### config.mk
export PLATFORM = sky130hd
export DESIGN_NAME = dhms_mac_top
export DESIGN_NICKNAME = d
export VERILOG_FILES = /design/src/rtl/dhms_mac_pkg.sv /design/src/rtl/dhms_lane_mult.sv /design/src/rtl/dhms_combine.sv /design/src/rtl/dhms_acc_reg.sv /design/src/rtl/dhms_mac_top.sv
export SDC_FILE = /design/constraint.sdc
export NUM_CORES = 2
export LEC_CHECK = 0
export BUFFER_PORTS_ARGS = -buffer_cell sky130_fd_sc_hd__buf_2
export CELL_PAD_IN_SITES_DETAIL_PLACEMENT = 1
export CELL_PAD_IN_SITES_GLOBAL_PLACEMENT = 2
export CORE_MARGIN = 4
export CORE_UTILIZATION = 40
export CTS_BUF_LIST = sky130_fd_sc_hd__clkbuf_16
export CTS_CLUSTER_DIAMETER = 30
export CTS_CLUSTER_SIZE = 8
export DETAILED_ROUTE_END_ITERATION = 7
export PLACE_DENSITY_LB_ADDON = 0.1
export SLEW_MARGIN = 20
export SYNTH_ARGS = -nofsm -noshare
export SYNTH_HDL_FRONTEND = slang
export SYNTH_SLANG_ARGS = --single-unit
### constraint.sdc
create_clock -name clk -period 9.6 [get_ports clk]
set_input_delay 1.92 -clock clk [delete_from_list [all_inputs] [get_ports clk]]
set_output_delay 1.92 -clock clk [all_outputs]
set_load 0.02 [all_outputs]
### src/rtl/dhms_mac_pkg.sv
package dhms_mac_pkg;

    localparam int LANE_W    = 16;
    localparam int NUM_LANES = 2;
    localparam int WORD_W    = LANE_W * NUM_LANES;
    localparam int PROD_W    = 2 * LANE_W;
    localparam int ACC_W     = 2 * WORD_W;

    typedef logic [WORD_W-1:0]        word_t;
    typedef logic signed [LANE_W-1:0] lane_t;
    typedef logic signed [PROD_W-1:0] prod_t;
    typedef logic signed [ACC_W-1:0]  acc_t;

    typedef enum logic [1:0] {
        ACC_HOLD = 2'd0,
        ACC_LOAD = 2'd1,
        ACC_STEP = 2'd2
    } acc_op_e;

    typedef struct packed {
        logic    accept;
        logic    commit;
        acc_op_e op;
    } ctrl_t;

    function automatic lane_t lane_of(input word_t w, input int idx);
        return lane_t'(w[idx*LANE_W +: LANE_W]);
    endfunction

    function automatic acc_t widen(input prod_t p);
        return acc_t'(p);
    endfunction

    function automatic logic lane_adds(input int idx);
        return (idx % 2) == 1;
    endfunction

endpackage

### src/rtl/dhms_lane_mult.sv
module dhms_lane_mult
    import dhms_mac_pkg::*;
(
    input  logic  clk,
    input  logic  rst,
    input  logic  en,
    input  lane_t a,
    input  lane_t b,
    output prod_t prod_q
);
    prod_t prod_d;

    always_comb begin
        prod_d = prod_t'(a) * prod_t'(b);
    end

    always_ff @(posedge clk) begin
        if (rst) begin
            prod_q <= '0;
        end else if (en) begin
            prod_q <= prod_d;
        end
    end
endmodule

### src/rtl/dhms_combine.sv
module dhms_combine
    import dhms_mac_pkg::*;
(
    input  prod_t prods [NUM_LANES],
    output acc_t  delta
);
    acc_t terms [NUM_LANES];

    for (genvar g = 0; g < NUM_LANES; g++) begin : g_term
        if (lane_adds(g)) begin : g_add
            assign terms[g] = widen(prods[g]);
        end else begin : g_sub
            assign terms[g] = -widen(prods[g]);
        end
    end

    always_comb begin
        delta = '0;
        for (int i = 0; i < NUM_LANES; i++) begin
            delta = delta + terms[i];
        end
    end
endmodule

### src/rtl/dhms_acc_reg.sv
module dhms_acc_reg
    import dhms_mac_pkg::*;
(
    input  logic    clk,
    input  logic    rst,
    input  acc_op_e op,
    input  word_t   ld_hi,
    input  word_t   ld_lo,
    input  acc_t    delta,
    output word_t   hi_q,
    output word_t   lo_q
);
    acc_t acc_q;
    acc_t acc_d;

    always_comb begin
        unique case (op)
            ACC_LOAD: acc_d = {ld_hi, ld_lo};
            ACC_STEP: acc_d = acc_q + delta;
            default:  acc_d = acc_q;
        endcase
    end

    always_ff @(posedge clk) begin
        if (rst) begin
            acc_q <= '0;
        end else begin
            acc_q <= acc_d;
        end
    end

    assign hi_q = acc_q[ACC_W-1:WORD_W];
    assign lo_q = acc_q[WORD_W-1:0];
endmodule

### src/rtl/dhms_mac_top.sv
module dhms_mac_top
    import dhms_mac_pkg::*;
(
    input  logic        clk,
    input  logic        rst,
    input  logic        start_i,
    input  logic [31:0] opa_i,
    input  logic [31:0] opb_i,
    input  logic        load_i,
    input  logic [31:0] load_hi_i,
    input  logic [31:0] load_lo_i,
    output logic [31:0] acc_hi_o,
    output logic [31:0] acc_lo_o,
    output logic        done_o
);
    ctrl_t ctrl;
    logic  pend_q;
    logic  done_q;
    prod_t prods [NUM_LANES];
    acc_t  delta;

    always_comb begin
        ctrl.accept = start_i && !load_i;
        ctrl.commit = pend_q && !load_i;
        if (load_i) begin
            ctrl.op = ACC_LOAD;
        end else if (pend_q) begin
            ctrl.op = ACC_STEP;
        end else begin
            ctrl.op = ACC_HOLD;
        end
    end

    always_ff @(posedge clk) begin
        if (rst) begin
            pend_q <= 1'b0;
            done_q <= 1'b0;
        end else begin
            pend_q <= ctrl.accept;
            done_q <= ctrl.commit;
        end
    end

    for (genvar g = 0; g < NUM_LANES; g++) begin : g_lane
        dhms_lane_mult u_mult (
            .clk    (clk),
            .rst    (rst),
            .en     (ctrl.accept),
            .a      (lane_of(opa_i, g)),
            .b      (lane_of(opb_i, g)),
            .prod_q (prods[g])
        );
    end

    dhms_combine u_comb (
        .prods (prods),
        .delta (delta)
    );

    dhms_acc_reg u_acc (
        .clk   (clk),
        .rst   (rst),
        .op    (ctrl.op),
        .ld_hi (load_hi_i),
        .ld_lo (load_lo_i),
        .delta (delta),
        .hi_q  (acc_hi_o),
        .lo_q  (acc_lo_o)
    );

    assign done_o = done_q;
endmodule

==> Implementation_results.wiki <==
{| class="wikitable"
! Metric !! Value
|-
| Fraction of the yosys area taken by sequential cells || 0.0854
|-
| Max clock buf depth || 2
|-
| Netlist area before placement || 30500 um2
|-
| Clk_skew || 0.0165 ns
|-
| Fraction of synthesized cell area taken by the top area cell type || 0.386
|-
| IO buf count || 196
|-
| Headroom to the max-slew limit || 0.376
|-
| Initial cell density of the core || 0.406
|-
| H-Tree Level Count || 4
|-
| Die area || 80600 um2
|-
| Post-layout nets || 4628
|-
| Total of max-cap violations || 0
|-
| Number of gates resized after cts || 0
|-
| Syn_area_per_cell || 8.47 um2
|-
| Insertion delay to the later sink of the worst-skew pair || 0.46 ns
|-
| WP data arrival || 8.11 ns
|-
| First-pass GRT wire length || 154 mm
|-
| Library cells used by synthesis || 78
|-
| Total of endpoints with negative setup slack in the final report || 0
|-
| Share of layout cells above drive strength 1 || 0.0734
|-
| Beginning of the worst register-to-register path || g_lane[1].u_mult.prod_q[31]
|-
| Count of boundary I/O pins || 197
|-
| Synthesized instance count || 3597
|-
| Final-layout worst hold slack || 0.455 ns
|-
| Dominant register cell in the synthesized netlist || sky130_fd_sc_hd__dfxtp_1
|-
| Total track usage || 0.238
|-
| Number of enable flip-flop cells after synthesis || 0
|-
| Transition time of the tightest slew-check pin || 0.933 ns
|-
| Total grt overflow || 0
|-
| Final weighted congestion of routability-driven global placement || 0.851
|-
| Outcome || finished, final reports clean
|-
| Number of hold violations in the final report || 0
|-
| Routing layer with the top usage in global route || met2
|-
| Die outline height || 284 um
|-
| Remaining antenna violation count || 0
|-
| Cell types with the largest area share after synthesis || sky130_fd_sc_hd__fa_1 39%, sky130_fd_sc_hd__inv_1 10%, sky130_fd_sc_hd__ha_1 9.4%
|-
| Met3 track demand over resource in global routing || 0.0186
|-
| Period Utilization, post-route || 0.812
|-
| Nets in the synthesized netlist || 4545
|-
| Met2 GRT Util || 0.411
|-
| Final Routed Wirelength || 95.2 mm
|-
| Peak Freq || 0.128 GHz
|-
| Vias per cell || 5.22
|-
| Antenna violations before repair || 1
|-
| Setup repair after global routing missed its margin || false
|-
| Crit start category || primary input
|-
| Sum Neg Setup Slack || 0 ns
|-
| Clock sink count || 130
|-
| Slew Viols, Final || 0
|-
| Routed wire per std cell || 20.4 um
|-
| Critical path required time || 9.92 ns
|-
| Highest fanout seen on the critical path || 16
|-
| Core area || 74900 um2
|-
| Classification of the worst-slack hold path || register to register
|-
| Number of buffers added by the clock tree synthesis step || 17
|-
| Vias in the first global route || 27600
|-
| Setup fix buffers added after clock tree synthesis || 0
|-
| Total of flip-flops plus latches after synthesis || 130
|-
| Most numerous cell in the Yosys netlist || sky130_fd_sc_hd__inv_1
|-
| Die extent in x || 284 um
|-
| Path type of the worst setup path || primary input to register
|-
| Area growth from synthesis to layout || 7.63%
|-
| Clock root cell || sky130_fd_sc_hd__clkbuf_16
|-
| Clock tree from TritonCTS || built
|-
| Iter 0 DRT Violations || 965
|-
| FFs w/ async S/R, synth || 0
|-
| Synth area leader || sky130_fd_sc_hd__fa_1
|-
| Hold Buf Count CTS || 0
|-
| Largest net degree at the start of global routing || 76
|-
| Endpoint kind of the worst setup timing path || register
|-
| Clk slew on worst S/H paths || 0.07 ns
|-
| Source of the critical timing path || opa_i[7]
|-
| Number of antenna cells inserted || 0
|-
| Via Count || 24300
|-
| Hold Crit Start || g_lane[1].u_mult.prod_q[11]
|-
| Yosys synthesis warning count || 0
|-
| Number of rows in the core area || 100
|-
| DRC errors left || 0
|-
| Post-layout minimum cycle time || 7.79 ns
|-
| Post-synth top cells || 813 x sky130_fd_sc_hd__inv_1, 587 x sky130_fd_sc_hd__fa_1, 409 x sky130_fd_sc_hd__nand2_1
|-
| HPWL after DPL || 78.8 mm
|-
| Global-route track usage on met1 || 0.330
|-
| First-pass detailed-route iteration total || 4
|}
==> final timing paths <==
path | to | slack, ns | cells past startpoint
max | g_lane[0].u_mult.prod_q[31] | 1.81 | 23
min | g_lane[1].u_mult.prod_q[11] | 0.46 | 2
max reg2reg | u_acc.acc_q[53] | 5.06 | 14
min reg2reg | g_lane[1].u_mult.prod_q[11] | 0.46 | 2
==> cell type report <==
| cell class | count | area (um2) |
|---|---|---|
| clock inverter | 13 | 125 |
| clock buffer | 18 | 450 |
| tap | 969 | 1210 |
| multi-input combinational | 2509 | 24300 |
| sequential | 130 | 2610 |
| timing repair buffer | 206 | 1060 |
| fill | 8981 | 42200 |
| inverter | 816 | 3060 |
==> registers in the layout, summed over array words and instances (netlist names) <==
| name | cells |
|---|---|
| g_lane.u_mult.prod_q | 64 |
| pend_q | 1 |
| done_o | 1 |
| u_acc.acc_q | 64 |
==> placed cells by master, fill, tap and decap left out, drive strengths merged, types with 25 or more instances in the layout <==
cell and n:
and2 255, inv 818, a21oi 192, o21ai 77, dfxtp 130, o21a 25, a21o 65, nand3 47
xnor2 78, nand2 409, nor3 48, buf 206, and3 25, fa 587, a211oi 47, nor2 139
ha 229
==> cell families (layout without fill, tap and decap cells) <==
kind of cell | Yosys count | count (layout) | share of synthesized area
fa+ha+maj | 816 | 816 | 0.480
compound gates | 563 | 563 | 0.121
buf+inv | 958 | 1053 | 0.118
mux | 16 | 16 | 0.00526
flops | 130 | 130 | 0.0854
xor+xnor | 102 | 102 | 0.0293
simple gates | 1012 | 1012 | 0.161
==> stage by stage <==
stage / cell area [um2] / utilization / std cells / setup WS (ns)
2_1_floorplan: 30500 / - / 3597 / 1.92
3_3_place_gp: 32200 / 0.430 / 4630 / 1.46
3_5_place_dp: 32200 / 0.430 / 4630 / 1.33
4_1_cts: 32800 / 0.437 / 4661 / 1.80
5_1_grt: 32800 / 0.437 / 4661 / 1.37
6_report: 32800 / 0.437 / 4661 / 1.81
==> critical path, stage by stage <==
cell and delay, ns:
sky130_fd_sc_hd__buf_2 0.36, sky130_fd_sc_hd__nand2_1 0.14, sky130_fd_sc_hd__fa_1 0.56, sky130_fd_sc_hd__inv_1 0.05, sky130_fd_sc_hd__fa_1 0.50, sky130_fd_sc_hd__inv_1 0.06
sky130_fd_sc_hd__fa_1 0.57, sky130_fd_sc_hd__inv_1 0.06, sky130_fd_sc_hd__fa_1 0.45, sky130_fd_sc_hd__fa_1 0.49, sky130_fd_sc_hd__inv_1 0.05, sky130_fd_sc_hd__fa_1 0.47
sky130_fd_sc_hd__inv_1 0.04, sky130_fd_sc_hd__ha_1 0.39, sky130_fd_sc_hd__nand4_1 0.18, sky130_fd_sc_hd__a211oi_1 0.34, sky130_fd_sc_hd__a21oi_2 0.13, sky130_fd_sc_hd__a21oi_1 0.34
sky130_fd_sc_hd__a211oi_2 0.14, sky130_fd_sc_hd__nor3_1 0.26, sky130_fd_sc_hd__nor4_2 0.11, sky130_fd_sc_hd__a2111oi_0 0.43, sky130_fd_sc_hd__a211oi_1 0.08
==> per-layer routing <==
layer,vias up,wire (um)
li1,11300,-
met1,12600,44400
met2,315,46500
met3,89,2480
met4,0,1840
met5,-,0
Power is not shown: default switching activity piles up to over one toggle a cycle in this logic, so the estimate is an artifact.
